$ cat src/rtl/seg_pkg.sv
package seg_pkg;
  typedef enum logic [1:0] {
    LVL_SEL_HI  = 2'b00,
    LVL_SEL_LO  = 2'b01,
    LVL_NSEL_HI = 2'b10,
    LVL_NSEL_LO = 2'b11
  } lvl_e;

  function automatic lvl_e lvl_code(input logic on, input logic alt);
    if (on) return alt ? LVL_SEL_HI : LVL_SEL_LO;
    else    return alt ? LVL_NSEL_HI : LVL_NSEL_LO;
  endfunction
endpackage

$ cat src/rtl/ssl_sync.sv
module ssl_sync #(
  parameter int W = 1
) (
  input  logic         clk,
  input  logic [W-1:0] d,
  output logic [W-1:0] q
);
  logic [W-1:0] meta;
  always_ff @(posedge clk) begin
    meta <= d;
    q    <= meta;
  end
endmodule

$ cat src/rtl/ssl_fall_det.sv
module ssl_fall_det (
  input  logic clk,
  input  logic rst,
  input  logic lvl,
  output logic fall
);
  logic prev;
  always_ff @(posedge clk) begin
    if (rst) prev <= 1'b0;
    else     prev <= lvl;
  end
  assign fall = prev & ~lvl;
endmodule

$ cat src/rtl/ssl_chain.sv
module ssl_chain #(
  parameter int LEN = 40
) (
  input  logic           clk,
  input  logic           rst,
  input  logic           step,
  input  logic           dir,
  input  logic           lo_in,
  input  logic           hi_in,
  output logic [LEN-1:0] q,
  output logic           lo_out,
  output logic           hi_out,
  output logic           lo_oe,
  output logic           hi_oe
);
  logic din;
  assign din = dir ? hi_in : lo_in;

  always_ff @(posedge clk) begin
    if (rst)       q <= '0;
    else if (step) begin
      if (dir) q <= {din, q[LEN-1:1]};
      else     q <= {q[LEN-2:0], din};
    end
  end

  assign lo_out = q[0];
  assign hi_out = q[LEN-1];
  assign lo_oe  = dir;
  assign hi_oe  = ~dir;
endmodule

$ cat src/rtl/ssl_level_enc.sv
module ssl_level_enc
  import seg_pkg::*;
#(
  parameter int N = 80
) (
  input  logic           clk,
  input  logic           rst,
  input  logic           alt,
  input  logic [N-1:0]   lat,
  output logic [2*N-1:0] code
);
  for (genvar i = 0; i < N; i++) begin : g_seg
    always_ff @(posedge clk) begin
      if (rst) code[2*i +: 2] <= lvl_code(1'b0, alt);
      else     code[2*i +: 2] <= lvl_code(lat[i], alt);
    end
  end
endmodule

$ cat src/rtl/seg_shift_latch.sv
module seg_shift_latch #(
  parameter int CHAIN_LEN  = 40,
  parameter int NUM_CHAINS = 2
) (
  input  logic                              clk,
  input  logic                              rst,
  input  logic                              shift_stb_i,
  input  logic                              latch_stb_i,
  input  logic                              alt_i,
  input  logic [NUM_CHAINS-1:0]             dir_i,
  input  logic [NUM_CHAINS-1:0]             lo_in_i,
  input  logic [NUM_CHAINS-1:0]             hi_in_i,
  output logic [NUM_CHAINS-1:0]             lo_out_o,
  output logic [NUM_CHAINS-1:0]             hi_out_o,
  output logic [NUM_CHAINS-1:0]             lo_oe_o,
  output logic [NUM_CHAINS-1:0]             hi_oe_o,
  output logic [2*NUM_CHAINS*CHAIN_LEN-1:0] seg_code_o
);
  localparam int NSEG = NUM_CHAINS * CHAIN_LEN;
  localparam int SW   = 3 + 3 * NUM_CHAINS;

  logic [SW-1:0]         sync_q;
  logic                  shift_s, latch_s, alt_s;
  logic [NUM_CHAINS-1:0] dir_s, lo_in_s, hi_in_s;
  logic                  shift_fall, latch_fall;
  logic [NSEG-1:0]       chain_all;
  logic [NSEG-1:0]       latch_q;

  ssl_sync #(.W(SW)) u_sync (
    .clk (clk),
    .d   ({hi_in_i, lo_in_i, dir_i, alt_i, latch_stb_i, shift_stb_i}),
    .q   (sync_q)
  );
  assign {hi_in_s, lo_in_s, dir_s, alt_s, latch_s, shift_s} = sync_q;

  ssl_fall_det u_shift_edge (.clk(clk), .rst(rst), .lvl(shift_s), .fall(shift_fall));
  ssl_fall_det u_latch_edge (.clk(clk), .rst(rst), .lvl(latch_s), .fall(latch_fall));

  for (genvar c = 0; c < NUM_CHAINS; c++) begin : g_chain
    ssl_chain #(.LEN(CHAIN_LEN)) u_chain (
      .clk    (clk),
      .rst    (rst),
      .step   (shift_fall),
      .dir    (dir_s[c]),
      .lo_in  (lo_in_s[c]),
      .hi_in  (hi_in_s[c]),
      .q      (chain_all[c*CHAIN_LEN +: CHAIN_LEN]),
      .lo_out (lo_out_o[c]),
      .hi_out (hi_out_o[c]),
      .lo_oe  (lo_oe_o[c]),
      .hi_oe  (hi_oe_o[c])
    );
  end

  always_ff @(posedge clk) begin
    if (rst)             latch_q <= '0;
    else if (latch_fall) latch_q <= chain_all;
  end

  ssl_level_enc #(.N(NSEG)) u_enc (
    .clk  (clk),
    .rst  (rst),
    .alt  (alt_s),
    .lat  (latch_q),
    .code (seg_code_o)
  );
endmodule

$ cat config.mk
export PLATFORM = sky130hd
export DESIGN_NAME = seg_shift_latch
export DESIGN_NICKNAME = d
export VERILOG_FILES = /design/src/rtl/seg_pkg.sv /design/src/rtl/ssl_sync.sv /design/src/rtl/ssl_fall_det.sv /design/src/rtl/ssl_chain.sv /design/src/rtl/ssl_level_enc.sv /design/src/rtl/seg_shift_latch.sv
export SDC_FILE = /design/constraint.sdc
export NUM_CORES = 1
export LEC_CHECK = 0
export BUFFER_PORTS_ARGS = -buffer_cell sky130_fd_sc_hd__buf_2
export CAP_MARGIN = 5
export CORE_UTILIZATION = 28
export CTS_CLUSTER_DIAMETER = 40
export DETAILED_ROUTE_END_ITERATION = 8
export SYNTH_ARGS = -nofsm -noshare
export SYNTH_HDL_FRONTEND = slang
export SYNTH_SLANG_ARGS = --single-unit
export TNS_END_PERCENT = 100
$ cat constraint.sdc
create_clock -name clk -period 2.4 [get_ports clk]
set_clock_uncertainty 0.2 [all_clocks]
set_input_delay 0.24 -clock clk [delete_from_list [all_inputs] [get_ports clk]]
set_output_delay 0.24 -clock clk [all_outputs]
set_load 0.05 [all_outputs]
# Word level (Yosys, flattened, before mapping)
# Cells that the tools add are included.
dict set report totals {
  regBits 340
  inputBits 11
  output_inout_bits 168
}
dict set report op_classes {
  muxes 166
  bitwise 6
}
# op n
set ops {}
lappend ops {{$mux W2} 160}
lappend ops {{$mux W40} 2}
lappend ops {{$mux W1} 4}
lappend ops {{$not A1 Y1} 4}
lappend ops {{$and A1 B1 Y1} 2}

# Longest topological paths before layout
dict set report depth {
  word_depth 3
  ltp_mapped 6
  depth_no_buf 3
}

# Hierarchy
# A second synthesis with hierarchy kept.
dict set report hier_totals {
  cells_unflattened 895
  area_unflattened_um2 9706.8
}
# module n_inst cells_each area_each_um2
set by_module_without_submodules {}
lappend by_module_without_submodules {ssl_chain 2 182 1824.2}
lappend by_module_without_submodules {seg_shift_latch 1 258 2869.0}
lappend by_module_without_submodules {ssl_level_enc 1 249 2758.9}
lappend by_module_without_submodules {ssl_sync 1 18 360.3}
lappend by_module_without_submodules {ssl_fall_det 2 3 35.0}

# Worst setup path before layout
# No wires, ideal clock.
dict set report synth_path {
  path_type {register to output}
  startpoint {reg, netlist name u_enc.code[120]}
  endpoint {out seg_code_o[100]}
  arrival_time_ns 2.308
  t_required_ns 1.960
  path_slack_ns -0.348
  path_stages_with_launch 2
  n_path_buf 1
  path_cell_list {dfxtp_1 buf_4}
}
# element line_no
set synth_lines {}
lappend synth_lines {{to (decl)} seg_shift_latch.sv:17} ;# output logic [2*NUM_CHAINS*CHAIN_LEN-1:0] seg_code_o

==> flow_metrics.py <==
metrics = {
    "status": {
        "status": "completed",
    },
    "synth": {
        "muxShareOfSynthArea_pct": 8.032,
        "syn-num-nets": 1000,
        "synth_top_family_by_area": "simple AND/OR/NAND/NOR gates",
        "synth_compound_area_share_pct": 14.06,
        "yosysTopAreaCell": "dfxtp_1",
        "synth_edf_count": 0,
        "yosysSeqAreaShare_pct": 52.41,
        "ys_async_sr_fraction_pct": 0,
        "synthMostInstantiatedCell": "dfxtp_1",
        "syn_area_per_cell_sq_um": 10.08,
        "syn_area_sq_um": 9970,
        "synthAdderAreaFrac_pct": 0,
        "ys_types": 15,
        "yosys.area_share.simple_pct": 14.40,
        "synth_xor_xnor_area_share_pct": 0,
        "synth_top_cell_area_share_pct": 52.41,
        "syn_inst": 989,
        "ys_seq_elements": 261,
        "synthTopCellsByCount": "261 x dfxtp_1, 160 x nand2_1, 95 x buf_4",
        "ys.warnings.count": 0,
        "yosys-top-cells-area": "dfxtp_1 52%, a211oi_2 10%, mux2i_1 8.0%",
        "synth_ff_type": "dfxtp_1",
    },
    "drt": {
        "ant_nets": 0,
        "wl_per_cell_um": 11.80,
        "firstDrtPassIters": 4,
        "finalWirelength_mm": 18.48,
        "num_vias": 6632,
        "drcViolationCount": 0,
        "drtIter0Drc": 292,
        "via_per_inst": 4.235,
    },
    "floorplan": {
        "die_area_sq_um": 36360,
        "coreArea_sq_um": 34800,
        "rows": 68,
        "die_width_um": 190.7,
        "initial_utilization_pct": 28.65,
        "die_h_um": 190.7,
        "io_pins": 179,
    },
    "placement": {
        "place.gp.congestion": 0.6673,
        "port_buffers": 178,
        "dpl.hpwl_mm": 11.03,
        "place_worst_setup_slack_ns": 0.7387,
        "placedCellCount": 1480,
    },
    "power_and_ir_drop": {
        "p_switching_mw": 3.022,
        "p_sw_share_pct": 26.44,
        "power_density_nw_per_um2": 942.5,
        "p_clk_share_pct": 52.5,
        "irDropWorstVdd_v": 0.0004718,
        "power.internal_mw": 8.405,
        "p_comb_share_pct": 7.8,
        "p_leak_nw": 4.457,
        "power_frac_seq_pct": 39.7,
    },
    "setup_path": {
        "arrival_ns": 1.60,
        "end_kind": "output pin",
        "worstSetupPathType": "flip-flop to output pin",
        "cp_max_fo": 80,
        "start_kind": "flip-flop",
        "crit_required_ns": 1.96,
    },
    "clock_tree": {
        "clockBufferDepth": 3,
        "postCtsSetupRepairBufs": 0,
        "cts_resized": 0,
        "clock-sinks": 261,
        "numCtsBuffers": 43,
        "clk_pin_slew_ns": 0.05,
        "clock_latency_ns": 0.54,
        "cts_max_level": 2,
        "clockRootBuffer": "clkbuf_16",
        "ctsHoldBuffers": 9,
        "cts_tree": "built",
    },
    "finish": {
        "fin_nets": 1090,
        "nFillCells": 3475,
        "area_growth_pct": 21.61,
        "layout-drive-gt1-share_pct": 32.13,
        "final_cells": 1566,
        "antenna_cells": 0,
    },
    "sta": {
        "rsz0062_at_grt": "no",
        "period_share_pct": 84.87,
        "worst_pin_slew_ns": 0.6077,
        "fmax_mhz": 491.0,
        "setup_violations": 0,
        "layout_setup_ws_ns": 0.3632,
        "finalSetupTns_ns": 0,
        "slew_viol_final": 0,
        "slew_headroom_pct": 59.48,
        "finalCriticalPeriod_ns": 2.037,
        "hold_violations": 0,
    },
    "job": {
        "max_cap_viol_count": 0,
    },
    "global_route": {
        "antenna_found_initial": 0,
        "globalRoute.totalOverflow": 0,
        "grt_pass1_vias": 6408,
        "track_usage_pct": 10.35,
        "grt_pass1_wl_mm": 30.93,
        "grt_max_degree": 87,
    },
    "hold_path": {
        "hold_path_class": "primary input to flip-flop",
    },
}
[layer usage]
metal | global-route usage [%] | part of all wire (%)
met1 | 13.08 | 47
met2 | 16.27 | 45
met3 | 2.797 | 5.3
met4 | 4.923 | 2.3
met5 | 0 | 0
[per-stage QoR]
step / util (%) / hold WS (ns) / total power [mW] / instance area [sq um]
after floorplan: - / 0.06772 / 5.453 / 9971
after global placement: 30.47 / 0.1121 / 5.507 / 10600
after detailed placement: 30.47 / 0.1175 / 5.521 / 10600
after CTS: 34.84 / 0.07806 / 11.62 / 12120
after global routing: 34.84 / 0.1122 / 11.89 / 12120
final: 34.84 / 0.07527 / 11.43 / 12120
[cell type report]
cell class / instances / area [sq um] / share of cell area (%)
clock inverters: 28 / 271.5 / 2.239
inverters: 3 / 11.26 / 0.09288
flip-flops and latches: 261 / 5229 / 43.13
repair buffers: 205 / 1225 / 10.10
clock buffers: 49 / 1161 / 9.577
multi-input cells: 565 / 3657 / 30.17
well taps: 455 / 569.3 / 4.696
[sequential cells by signal (all words and copies together), names as in the netlist]
name	cells
u_enc.code	81
latch_q	80
u_sync.meta	9
u_shift_edge.prev	1
u_sync.q	9
g_chain.u_chain.q	80
u_latch_edge.prev	1
[path summary, 6_finish.rpt]
path                            from                       end  slack [ns]  cells after the start
max          u_enc.code[120]$_DFF_P_           seg_code_o[138]        0.36                      2
min                              rst   latch_q[8]$_SDFFE_PP0P_        0.08                      2
max reg2reg      u_sync.q[1]$_DFF_P_  latch_q[77]$_SDFFE_PP0P_        0.73                      4
min reg2reg   u_sync.meta[3]$_DFF_P_       u_sync.q[3]$_DFF_P_        0.12                      0
[cells in the final DEF (no fill, tap or decap), drive strengths merged]
cell / instances
nand2: 160
dlygate4sd3: 9
mux2i: 80
clkinv: 9
dfxtp: 261
a21oi: 80
a211oi: 80
nand2b: 81
clkinvlp: 3
clkbuf: 50
nor2b: 4
inv: 18
nor2: 80
bufinv: 1
buf: 195
[power by group through the flow]
stage / sequential, mW / combinational, mW / clock (mW)
6_report: 4.54 / 0.889 / 6.00
3_3_place_gp: 4.63 / 0.876 / 0
2_1_floorplan: 4.65 / 0.804 / 0
3_5_place_dp: 4.63 / 0.887 / 0
5_1_grt: 4.55 / 0.963 / 6.37
4_1_cts: 4.54 / 0.900 / 6.18
[kinds of logic after synthesis]
family,after synthesis
buffers and inverters,163
DFF,261
and+or+nand+nor,325
AOI/OAI and AO/OA,160
muxes,80
[critical path, stage by stage, from the launching register on]
cell,delay [ns]
dfxtp_2,0.31
buf_4,0.39
buf_2,0.35
No activity file was read; power rests on OpenSTA's default activity.
